**src/rtl/pwm_tc_pkg.sv**
```systemverilog
package pwm_tc_pkg;

    typedef enum logic [1:0] {
        ACT_NONE = 2'b00,
        ACT_SET  = 2'b01,
        ACT_CLR  = 2'b10,
        ACT_TGL  = 2'b11
    } act_e;

    // per-pin action group, LSB first: compare, period, trigger
    typedef struct packed {
        act_e on_trig;
        act_e on_period;
        act_e on_cmp;
    } pin_act_t;

    localparam int ADDR_W  = 3;
    localparam int SEL_W   = 3;
    localparam int NUM_PIN = 2;
    localparam int ACT_W   = $bits(pin_act_t);
    localparam int MODE_W  = SEL_W + NUM_PIN * ACT_W;

    localparam logic [ADDR_W-1:0] ADR_MODE = 3'd0;
    localparam logic [ADDR_W-1:0] ADR_CMPA = 3'd1;
    localparam logic [ADDR_W-1:0] ADR_CMPB = 3'd2;
    localparam logic [ADDR_W-1:0] ADR_PER  = 3'd3;
    localparam logic [ADDR_W-1:0] ADR_CMD  = 3'd4;
    localparam logic [ADDR_W-1:0] ADR_CNT  = 3'd5;

    localparam int CMD_START = 0;
    localparam int CMD_STOP  = 1;
    localparam int CMD_TRIG  = 2;

    function automatic logic act_apply(act_e a, logic cur);
        case (a)
            ACT_SET: act_apply = 1'b1;
            ACT_CLR: act_apply = 1'b0;
            ACT_TGL: act_apply = ~cur;
            default: act_apply = cur;
        endcase
    endfunction

endpackage

```
**src/rtl/pwm_tc_prescaler.sv**
```systemverilog
module pwm_tc_prescaler #(
    parameter int PSC_W       = 7,
    parameter int SYNC_STAGES = 2
) (
    input  logic       clk,
    input  logic       rst_n,
    input  logic       run,
    input  logic       restart,
    input  logic [2:0] sel,
    input  logic       slow_in,
    output logic       tick
);
    typedef struct packed {
        logic [PSC_W-1:0]       psc;
        logic [SYNC_STAGES-1:0] sync;
        logic                   slow_prev;
    } psc_state_t;

    psc_state_t st_d, st_q;
    logic [PSC_W-1:0] mask;
    logic             slow_rise;

    always_comb begin
        mask      = PSC_W'((1 << (1 + 2 * int'(sel[1:0]))) - 1);
        slow_rise = st_q.sync[SYNC_STAGES-1] & ~st_q.slow_prev;
        tick      = run & (sel[2] ? slow_rise : ((st_q.psc & mask) == mask));

        st_d           = st_q;
        st_d.sync      = {st_q.sync[SYNC_STAGES-2:0], slow_in};
        st_d.slow_prev = st_q.sync[SYNC_STAGES-1];
        if (restart)
            st_d.psc = '0;
        else if (run)
            st_d.psc = st_q.psc + 1'b1;
    end

    always_ff @(posedge clk) begin
        if (!rst_n) st_q <= '0;
        else        st_q <= st_d;
    end


    no_tick_stopped_chk: assert property (@(posedge clk) disable iff (!rst_n)
        !run |-> !tick);

endmodule

```
**src/rtl/pwm_tc_counter.sv**
```systemverilog
module pwm_tc_counter #(
    parameter int CNT_W = 16
) (
    input  logic             clk,
    input  logic             rst_n,
    input  logic             tick,
    input  logic             restart,
    input  logic [CNT_W-1:0] per,
    output logic [CNT_W-1:0] cnt,
    output logic             per_hit
);
    typedef struct packed {
        logic [CNT_W-1:0] cnt;
    } cnt_state_t;

    cnt_state_t st_d, st_q;

    always_comb begin
        per_hit = tick & (st_q.cnt == per);
        st_d    = st_q;
        if (restart)
            st_d.cnt = '0;
        else if (per_hit)
            st_d.cnt = '0;
        else if (tick)
            st_d.cnt = st_q.cnt + 1'b1;
    end

    always_ff @(posedge clk) begin
        if (!rst_n) st_q <= '0;
        else        st_q <= st_d;
    end

    assign cnt = st_q.cnt;


    wrap_chk: assert property (@(posedge clk) disable iff (!rst_n)
        per_hit |=> (st_q.cnt == '0));


    hold_chk: assert property (@(posedge clk) disable iff (!rst_n)
        (!tick && !restart) |=> $stable(st_q.cnt));


    restart_chk: assert property (@(posedge clk) disable iff (!rst_n)
        restart |=> (st_q.cnt == '0));

endmodule

```
**src/rtl/pwm_tc_pin.sv**
```systemverilog
module pwm_tc_pin
    import pwm_tc_pkg::*;
#(
    parameter int CNT_W = 16
) (
    input  logic             clk,
    input  logic             rst_n,
    input  logic             tick,
    input  logic             trig,
    input  logic             per_hit,
    input  logic [CNT_W-1:0] cnt,
    input  logic [CNT_W-1:0] cmp,
    input  pin_act_t         act,
    output logic             pin
);
    typedef struct packed {
        logic lvl;
    } pin_state_t;

    pin_state_t st_d, st_q;
    logic       cmp_hit;

    always_comb begin
        cmp_hit = tick & (cnt == cmp);
        st_d    = st_q;
        if (trig)
            st_d.lvl = act_apply(act.on_trig, st_q.lvl);
        else if (per_hit)
            st_d.lvl = act_apply(act.on_period, st_q.lvl);
        else if (cmp_hit)
            st_d.lvl = act_apply(act.on_cmp, st_q.lvl);
    end

    always_ff @(posedge clk) begin
        if (!rst_n) st_q <= '0;
        else        st_q <= st_d;
    end

    assign pin = st_q.lvl;


    quiet_chk: assert property (@(posedge clk) disable iff (!rst_n)
        (!trig && !per_hit && !cmp_hit) |=> $stable(st_q.lvl));


    trig_wins_chk: assert property (@(posedge clk) disable iff (!rst_n)
        (trig && act.on_trig == ACT_SET) |=> st_q.lvl);

endmodule

```
**src/rtl/cmp_action_pwm.sv**
```systemverilog
module cmp_action_pwm
    import pwm_tc_pkg::*;
#(
    parameter int CNT_W  = 16,
    parameter int DATA_W = 32
) (
    input  logic              clk,
    input  logic              rst_n,
    input  logic              slow_clk,
    input  logic              wr_en,
    input  logic [2:0]        addr,
    input  logic [DATA_W-1:0] wdata,
    output logic [DATA_W-1:0] rdata,
    output logic              out_a,
    output logic              out_b
);
    typedef struct packed {
        logic [MODE_W-1:0] mode;
        logic [CNT_W-1:0]  cmp_a;
        logic [CNT_W-1:0]  cmp_b;
        logic [CNT_W-1:0]  per;
        logic              run;
    } regs_t;

    regs_t regs_d, regs_q;
    logic  cmd_wr, trig, tick, per_hit;
    logic [CNT_W-1:0]   cnt;
    logic [CNT_W-1:0]   cmp_arr [NUM_PIN];
    pin_act_t           act_arr [NUM_PIN];
    logic [NUM_PIN-1:0] pins;

    always_comb begin
        cmd_wr = wr_en & (addr == ADR_CMD);
        trig   = cmd_wr & wdata[CMD_TRIG];
        regs_d = regs_q;
        if (wr_en) begin
            case (addr)
                ADR_MODE: regs_d.mode  = wdata[MODE_W-1:0];
                ADR_CMPA: regs_d.cmp_a = wdata[CNT_W-1:0];
                ADR_CMPB: regs_d.cmp_b = wdata[CNT_W-1:0];
                ADR_PER:  regs_d.per   = wdata[CNT_W-1:0];
                default:  ;
            endcase
        end
        if (cmd_wr) begin
            if (wdata[CMD_STOP])
                regs_d.run = 1'b0;
            else if (wdata[CMD_START])
                regs_d.run = 1'b1;
        end
    end

    always_ff @(posedge clk) begin
        if (!rst_n) regs_q <= '0;
        else        regs_q <= regs_d;
    end

    always_comb begin
        case (addr)
            ADR_MODE: rdata = DATA_W'(regs_q.mode);
            ADR_CMPA: rdata = DATA_W'(regs_q.cmp_a);
            ADR_CMPB: rdata = DATA_W'(regs_q.cmp_b);
            ADR_PER:  rdata = DATA_W'(regs_q.per);
            ADR_CNT:  rdata = DATA_W'(cnt);
            default:  rdata = '0;
        endcase
    end

    generate
        if (DATA_W > CNT_W) begin : g_spare
            logic unused_wdata;
            assign unused_wdata = ^wdata[DATA_W-1:CNT_W];
        end
    endgenerate

    pwm_tc_prescaler u_psc (
        .clk     (clk),
        .rst_n   (rst_n),
        .run     (regs_q.run),
        .restart (trig),
        .sel     (regs_q.mode[SEL_W-1:0]),
        .slow_in (slow_clk),
        .tick    (tick)
    );

    pwm_tc_counter #(.CNT_W(CNT_W)) u_cnt (
        .clk     (clk),
        .rst_n   (rst_n),
        .tick    (tick),
        .restart (trig),
        .per     (regs_q.per),
        .cnt     (cnt),
        .per_hit (per_hit)
    );

    assign cmp_arr[0] = regs_q.cmp_a;
    assign cmp_arr[1] = regs_q.cmp_b;

    generate
        for (genvar g = 0; g < NUM_PIN; g++) begin : g_pin
            assign act_arr[g] = pin_act_t'(regs_q.mode[SEL_W + g*ACT_W +: ACT_W]);
            pwm_tc_pin #(.CNT_W(CNT_W)) u_pin (
                .clk     (clk),
                .rst_n   (rst_n),
                .tick    (tick),
                .trig    (trig),
                .per_hit (per_hit),
                .cnt     (cnt),
                .cmp     (cmp_arr[g]),
                .act     (act_arr[g]),
                .pin     (pins[g])
            );
        end
    endgenerate

    assign out_a = pins[0];
    assign out_b = pins[1];


    stop_wins_chk: assert property (@(posedge clk) disable iff (!rst_n)
        (cmd_wr && wdata[CMD_STOP]) |=> !regs_q.run);


    start_chk: assert property (@(posedge clk) disable iff (!rst_n)
        (cmd_wr && wdata[CMD_START] && !wdata[CMD_STOP]) |=> regs_q.run);

endmodule

```
**config.mk**
```make
export PLATFORM = sky130hd
export DESIGN_NAME = cmp_action_pwm
export DESIGN_NICKNAME = d
export VERILOG_FILES = /design/src/rtl/pwm_tc_pkg.sv /design/src/rtl/pwm_tc_prescaler.sv /design/src/rtl/pwm_tc_counter.sv /design/src/rtl/pwm_tc_pin.sv /design/src/rtl/cmp_action_pwm.sv
export SDC_FILE = /design/constraint.sdc
export NUM_CORES = 1
export LEC_CHECK = 0
export CAP_MARGIN = 0
export CORE_MARGIN = 2
export CORE_UTILIZATION = 40
export DETAILED_ROUTE_END_ITERATION = 10
export DONT_BUFFER_PORTS = 1
export PLACE_DENSITY = 0.62
export SLEW_MARGIN = 20
export SYNTH_ARGS = -nofsm -noshare
export SYNTH_HDL_FRONTEND = slang
export SYNTH_HIERARCHICAL = 1
export SYNTH_SLANG_ARGS = --single-unit
```
**constraint.sdc**
```tcl
create_clock -name clk -period 3.9 [get_ports clk]
set_clock_uncertainty 0.15 [all_clocks]
set_input_delay 0.78 -clock clk [delete_from_list [all_inputs] [get_ports clk]]
set_output_delay 0.78 -clock clk [all_outputs]
set_load 0.01 [all_outputs]
```
==> impl_metrics.json, run 1 <==
{
  "clock_tree_from_tritoncts": "built",
  "first_iter_violations": 422,
  "synth_enable_flop_cells": 0,
  "detailroute.via_count": 4218,
  "synth_seq_cells": 92,
  "peakVddDrop_mv": 0.214,
  "max_freq_ghz": 0.323,
  "postRouteWirelength_mm": 13.5,
  "grt_first_pass_wirelength_mm": 21.9,
  "maximum_number_of_pins_on_one_net_before_global_route_repair": 43,
  "clock_pin_slew_worst_setup_and_hold_paths_ns": 0.06,
  "final-hold-violation-count": 0,
  "worst-r2r-cell-count": 10,
  "sum_of_net_half_perimeters_after_detailed_placement_mm": 9.84,
  "cell_pwr_density_nw_per_um2": 383,
  "start_util_pct": 40.8,
  "tightestPinTransition_ns": 0.955,
  "timing.rr.start": "u_cnt/cnt[4]$_SDFFE_PP0P_",
  "finalWorstPathRequiredPeriod_ns": 3.09,
  "crit_fanout": 9,
  "floorplan.core_area_um2": 12600,
  "cts-root-buf": "sky130_fd_sc_hd__clkbuf_16",
  "die_area_um2": 13800,
  "final_common_cell": "sky130_fd_sc_hd__nand2_1",
  "nets": 632,
  "synth.cell_area_um2": 5150,
  "globalRoute.totalOverflow": 0,
  "p_leak_nw": 2.09,
  "die_h_um": 117,
  "worst_r2r_endpoint": "g_pin[1].u_pin/pin$_SDFFE_PN0P_",
  "syn-instance-count": 610,
  "postSynthAreaPerCell_um2": 8.44,
  "setup-violations-final": 0,
  "overall_power_after_layout_mw": 2.10,
  "remaining_antenna_violation_count_after_routing": 0,
  "cp-end-kind": "flip-flop",
  "cell_area_placed_um2": 5150,
  "maxCapViolations": 0,
  "grt_antenna_before_repair": 0,
  "detailedPlace.worstSlack_ns": 0.825,
  "num_io_pins": 73,
  "dp_cells": 752,
  "grt_pass1_vias": 4086,
  "area_growth_syn_to_layout_pct": 6.66,
  "dr.pass1.iters": 5,
  "cts_repair_resize_count": 0,
  "outcome": "complete, no violations",
  "ctsHtreeMaxLevel": 3,
  "synth.yosys.warnings": 6,
  "seq_area_frac_synth_pct": 35.8,
  "die_w_um": 117,
  "highest_count_cells_in_the_layout_ignoring_fill_and_taps": "131 x sky130_fd_sc_hd__nand2_1, 92 x sky130_fd_sc_hd__dfxtp_1, 57 x sky130_fd_sc_hd__a21oi_1, 51 x sky130_fd_sc_hd__xor2_1, 40 x sky130_fd_sc_hd__nor2_1",
  "critical_path_required_ns": 3.99,
  "holdBufCountCts": 0,
  "placement_rows": 41,
  "timing.setup.critical_path_class": "reg2reg",
  "critical_path_start": "u_cnt/cnt[4]$_SDFFE_PP0P_",
  "finalWeightedCongestion": 0.866,
  "route.detailed.vias_per_inst": 5.50,
  "netlist-cell-type-count": 57,
  "io_buffers": 0,
  "final_min_period_over_clock_period_pct": 79.3,
  "final_tns_setup_ns": 0,
  "worst_case_hold_slack_ns": 0.285,
  "synth_flop_cell": "sky130_fd_sc_hd__dfxtp_1",
  "ff2ff_setup_slack_ns": 0.81,
  "post-route-util_pct": 43.5,
  "diodes": 0,
  "fillerInstances": 1234,
  "timing_max_transition_violations_final": 0,
  "hold_path_class": "reg2reg",
  "groute.usage.overall_pct": 20.1,
  "asyncSetResetFlopFracSynth_pct": 0,
  "crit_end": "g_pin[1].u_pin/pin$_SDFFE_PN0P_",
  "cts-buffers-inserted": 9,
  "cts.sinks": 92,
  "max_slew_margin_pct": 36.1,
  "setup.worst_path.start_class": "flip-flop",
  "worst-endpoint-arrival_ns": 3.18,
  "layout-drive-gt1-share_pct": 13.1,
  "cts_post_setup_buffers_inserted": 0,
  "grt_setup_unrepaired": "no",
  "finished_layout_cell_area_um2": 5490,
  "worstSkewPairLatency_ns": 0.35,
  "cts.path.max_buffers": 2,
  "detail_route.wl_per_cell_um": 17.6,
  "route.detailed.drc": 0,
  "non_filler_cells_in_the_finished_layout": 767,
  "final.setup.worst_slack_ns": 0.808
}
[flip-flops by register name (all words and copies together) (netlist names)]
register,cells
u_psc/st_q,8
act_arr,12
u_cnt/cnt,16
g_pin.u_pin/pin,2
cmp_arr,32
u_psc/st_d,2
regs_q,20
[worst max-delay path, cell delays in order (launching register included)]
cell and delay (ns):
sky130_fd_sc_hd__dfxtp_1 0.58, sky130_fd_sc_hd__xor2_1 0.12, sky130_fd_sc_hd__nor4_1 0.38, sky130_fd_sc_hd__nand2_1 0.17, sky130_fd_sc_hd__nor4_1 0.36, sky130_fd_sc_hd__buf_4 0.23
sky130_fd_sc_hd__mux2_2 0.34, sky130_fd_sc_hd__o211ai_1 0.25, sky130_fd_sc_hd__a211oi_1 0.13, sky130_fd_sc_hd__a41oi_1 0.18, sky130_fd_sc_hd__nand3b_1 0.09
[per-layer routing]
| metal | routed length (um) | track usage (%) | share of wire (%) | vias to the layer above |
|---|---|---|---|---|
| met1 | 6200 | 26.9 | 46 | 2052 |
| met2 | 6040 | 30.6 | 45 | 125 |
| li1 | - | - | - | 2024 |
| met5 | 0 | 0 | 0 | - |
| met4 | 205 | 6.48 | 1.5 | 0 |
| met3 | 1060 | 6.40 | 7.9 | 17 |
[cells in the mapped netlist, types with 12 or more instances]
| library cell | number | share of area, % |
|---|---|---|
| sky130_fd_sc_hd__nand2_1 | 131 | 9.5 |
| sky130_fd_sc_hd__dfxtp_1 | 92 | 36 |
| sky130_fd_sc_hd__a21oi_1 | 57 | 5.5 |
| sky130_fd_sc_hd__xor2_1 | 51 | 8.7 |
| sky130_fd_sc_hd__nor2_1 | 40 | 2.9 |
| sky130_fd_sc_hd__buf_4 | 18 | 2.6 |
| sky130_fd_sc_hd__mux2i_1 | 17 | 3.3 |
| sky130_fd_sc_hd__mux2_2 | 16 | 3.5 |
| sky130_fd_sc_hd__xnor2_1 | 16 | 2.7 |
| sky130_fd_sc_hd__a221o_1 | 13 | 2.5 |
| sky130_fd_sc_hd__buf_2 | 12 | 1.2 |
| sky130_fd_sc_hd__clkbuf_1 | 12 | 0.87 |
[cells by family (layout without fill, tap and decap cells)]
logic type | after synthesis | after routing | share of synthesized area, %
compound gates | 112 | 112 | 14.8
xor+xnor | 67 | 67 | 11.4
fa+ha+maj | 2 | 2 | 0.486
buf+inv | 57 | 27 | 6.68
flops | 92 | 92 | 35.8
mux | 34 | 34 | 7.24
other cells | 1 | 16 | 0.0728
simple gates | 245 | 245 | 23.6
[power by group]
group | total (mW) | switching [mW] | internal, mW
clock network | 1.01 | 0.370 | 0.638
registers | 0.970 | 0.0156 | 0.955
logic | 0.124 | 0.0787 | 0.0453
total | 2.10 | 0.465 | 1.64
[how the worst min path moves through the flow]
stage	startpoint	slack, ns	depth (start not counted)	endpoint
global placement	u_psc/st_d[2]$_SDFF_PN0_	0.27	1	u_psc/st_d[0]$_SDFF_PN0_
CTS	u_psc/st_d[2]$_SDFF_PN0_	0.29	1	u_psc/st_d[0]$_SDFF_PN0_
floorplan	u_psc/st_d[2]$_SDFF_PN0_	0.26	1	u_psc/st_d[0]$_SDFF_PN0_
global route	u_psc/st_d[2]$_SDFF_PN0_	0.32	1	u_psc/st_d[0]$_SDFF_PN0_
finish	u_psc/st_d[2]$_SDFF_PN0_	0.29	1	u_psc/st_d[0]$_SDFF_PN0_
detailed placement	u_psc/st_d[2]$_SDFF_PN0_	0.27	1	u_psc/st_d[0]$_SDFF_PN0_
[layout make-up]
| class | count | area [um2] | area share (%) |
|---|---|---|---|
| Timing Repair Buffer | 5 | 37.5 | 0.683 |
| Clock inverter | 5 | 100 | 1.82 |
| Sequential cell | 92 | 1840 | 33.5 |
| Clock buffer | 10 | 239 | 4.35 |
| Tap cell | 172 | 215 | 3.92 |
| Multi-Input combinational cell | 476 | 3030 | 55.2 |
| Inverter | 7 | 26.3 | 0.478 |
Note: power is estimated with default switching activity, not from simulation.
==> inputs of run 2 (changes only) <==
- PLACE_DENSITY: 0.62 -> 0.64
- clock period: 3.9 -> 2.65 ns (I/O delays scaled with it)
==> impl_metrics.json, run 2 (same netlist as run 1, synthesis figures left out) <==
{
  "outcome": "complete, no violations",
  "final_min_period_over_clock_period_pct": 95.3,
  "post-route-util_pct": 45.2,
  "detailedPlace.worstSlack_ns": 0.0407,
  "route.detailed.drc": 0,
  "final.setup.worst_slack_ns": 0.125,
  "power.share.combinational_pct": 6.8,
  "crit_path_cell_trace": "nand2_1 > a311oi_2 > a32o_2 > nand2_4 > nor4_4 > buf_6 > buf_4 > mux2i_1 > o21ai_0 > a2111oi_2 > nand3b_1",
  "remaining_antenna_violation_count_after_routing": 0,
  "cp-end-kind": "flip-flop",
  "p_leak_nw": 2.22,
  "globalRoute.totalOverflow": 0,
  "io_buffers": 0,
  "timing.critical_path.slowest_stage_cell": "sky130_fd_sc_hd__a2111oi_2",
  "power.clock.fraction_pct": 44.3,
  "cell_pwr_density_nw_per_um2": 512,
  "critical_path.max_stage_delay_ns": 0.38,
  "die_area_um2": 13800,
  "seq_power_share_pct": 48.9,
  "finalWorstPathRequiredPeriod_ns": 2.53,
  "worst-endpoint-arrival_ns": 2.66,
  "clock_tree_from_tritoncts": "built",
  "grt_setup_unrepaired": "yes",
  "cpLargestDelayFamily": "compound AO/OA/AOI/OAI gates",
  "final_common_cell": "sky130_fd_sc_hd__nand2_1",
  "cts.path.max_buffers": 2,
  "power.switching_fraction_pct": 22.9,
  "setup.worst_path.start_class": "flip-flop",
  "worstSkewPairLatency_ns": 0.34,
  "max_slew_margin_pct": 36.9,
  "cts-root-buf": "sky130_fd_sc_hd__clkbuf_16",
  "maximum_number_of_pins_on_one_net_before_global_route_repair": 65,
  "largest_reg_flops": 32,
  "diodes": 0,
  "hold_path_class": "in2reg",
  "postRouteWirelength_mm": 13.9,
  "finalWeightedCongestion": 0.876,
  "cell_area_placed_um2": 5390,
  "finished_layout_cell_area_um2": 5710,
  "ctsHtreeMaxLevel": 3,
  "nets": 658,
  "worst_case_hold_slack_ns": 0.130,
  "detail_route.wl_per_cell_um": 17.5,
  "placement_rows": 41,
  "fillerInstances": 1266,
  "die_w_um": 117,
  "p_switching_mw": 0.669,
  "timing.setup.critical_path_class": "reg2reg",
  "num_io_pins": 73,
  "die_h_um": 117,
  "layout-drive-gt1-share_pct": 17.7,
  "sum_of_net_half_perimeters_after_detailed_placement_mm": 10.2,
  "tightestPinTransition_ns": 0.943,
  "start_util_pct": 40.8,
  "crit_fanout": 7,
  "maxCapViolations": 0,
  "peakVddDrop_mv": 0.350,
  "groute.usage.overall_pct": 20.6,
  "first_iter_violations": 324,
  "area_growth_syn_to_layout_pct": 10.8,
  "route.detailed.vias_per_inst": 5.48,
  "critPathBufInv": 2,
  "floorplan.core_area_um2": 12600,
  "final-hold-violation-count": 0,
  "setup-violations-final": 0,
  "p_int_mw": 2.25,
  "timing_max_transition_violations_final": 0,
  "max_freq_ghz": 0.396,
  "grt_pass1_vias": 4159,
  "detailroute.via_count": 4343,
  "grt_antenna_before_repair": 0,
  "cts.sinks": 92,
  "critical_path_required_ns": 2.79,
  "clock_pin_slew_worst_setup_and_hold_paths_ns": 0.06,
  "cts-buffers-inserted": 9,
  "dr.pass1.iters": 5,
  "highest_count_cells_in_the_layout_ignoring_fill_and_taps": "130 x sky130_fd_sc_hd__nand2_1, 89 x sky130_fd_sc_hd__dfxtp_1, 57 x sky130_fd_sc_hd__a21oi_1, 51 x sky130_fd_sc_hd__xor2_1, 40 x sky130_fd_sc_hd__nor2_1",
  "grt_first_pass_wirelength_mm": 22.4
}
-- run 2: changes by cell type in the layout (fill, tap and decap cells not counted), sizes merged --
cell / before / now
clkbuf: 10 / 12
buf: 5 / 31
clkinv: 2 / 1
bufinv: 3 / 1
-- run 2: stage by stage --
stage | power, mW | std cells | TNS, ns
floorplan | 1.64 | 625 | -0.0743
global placement | 1.65 | 777 | 0
detailed placement | 1.66 | 777 | 0
CTS | 2.94 | 791 | 0
global route | 3.02 | 792 | -0.0539
finish | 2.92 | 792 | 0
-- run 2: final timing paths --
| kind | from | end | slack [ns] | cells past startpoint |
|---|---|---|---|---|
| max | u_psc/st_q[8]$_SDFFE_PP0P_ | g_pin[1].u_pin/pin$_SDFFE_PN0P_ | 0.12 | 11 |
| min | wdata[1] | regs_q[0]$_SDFFE_PN0P_ | 0.13 | 1 |
| max reg2reg | u_psc/st_q[8]$_SDFFE_PP0P_ | g_pin[1].u_pin/pin$_SDFFE_PN0P_ | 0.12 | 11 |
| min reg2reg | u_psc/st_d[2]$_SDFF_PN0_ | u_psc/st_d[0]$_SDFF_PN0_ | 0.29 | 1 |
-- run 2: cell type report --
| class | count | area [um2] | share of cell area (%) |
|---|---|---|---|
| Multi-Input combinational cell | 476 | 3080 | 53.9 |
| Inverter | 7 | 26.3 | 0.461 |
| Timing Repair Buffer | 31 | 249 | 4.36 |
| Clock buffer | 12 | 256 | 4.50 |
| Sequential cell | 92 | 1850 | 32.3 |
| Tap cell | 172 | 215 | 3.77 |
| Clock inverter | 2 | 35.0 | 0.614 |
-- run 2: power groups by stage --
stage / Combinational (mW) / Sequential [mW] / Clock (mW)
floorplan: 0.189 / 1.45 / 0
global placement: 0.192 / 1.46 / 0
detailed placement: 0.196 / 1.46 / 0
CTS: 0.197 / 1.43 / 1.31
global route: 0.218 / 1.43 / 1.37
finish: 0.200 / 1.43 / 1.29
-- run 2: what timing repair did --
item                       4_1_cts  5_1_grt
hold buffers                     0        0
resized for setup                0        5
setup endpoints to repair        0        2
buffers inserted                 0        1
-- run 2: worst register-to-register path, cell delays in order (launching register included) --
cell	delay (ns)
sky130_fd_sc_hd__dfxtp_2	0.34
sky130_fd_sc_hd__nand2_1	0.06
sky130_fd_sc_hd__a311oi_2	0.25
sky130_fd_sc_hd__a32o_2	0.20
sky130_fd_sc_hd__nand2_4	0.07
sky130_fd_sc_hd__nor4_4	0.29
sky130_fd_sc_hd__buf_6	0.16
sky130_fd_sc_hd__buf_4	0.12
sky130_fd_sc_hd__mux2i_1	0.17
sky130_fd_sc_hd__o21ai_0	0.15
sky130_fd_sc_hd__a2111oi_2	0.38
sky130_fd_sc_hd__nand3b_1	0.14
-- run 2: routing by layer --
layer	global-route usage (%)	wire length [um]
met2	32.3	6360
met4	6.33	230
met3	6.73	1240
met5	0	0
met1	27.0	6040
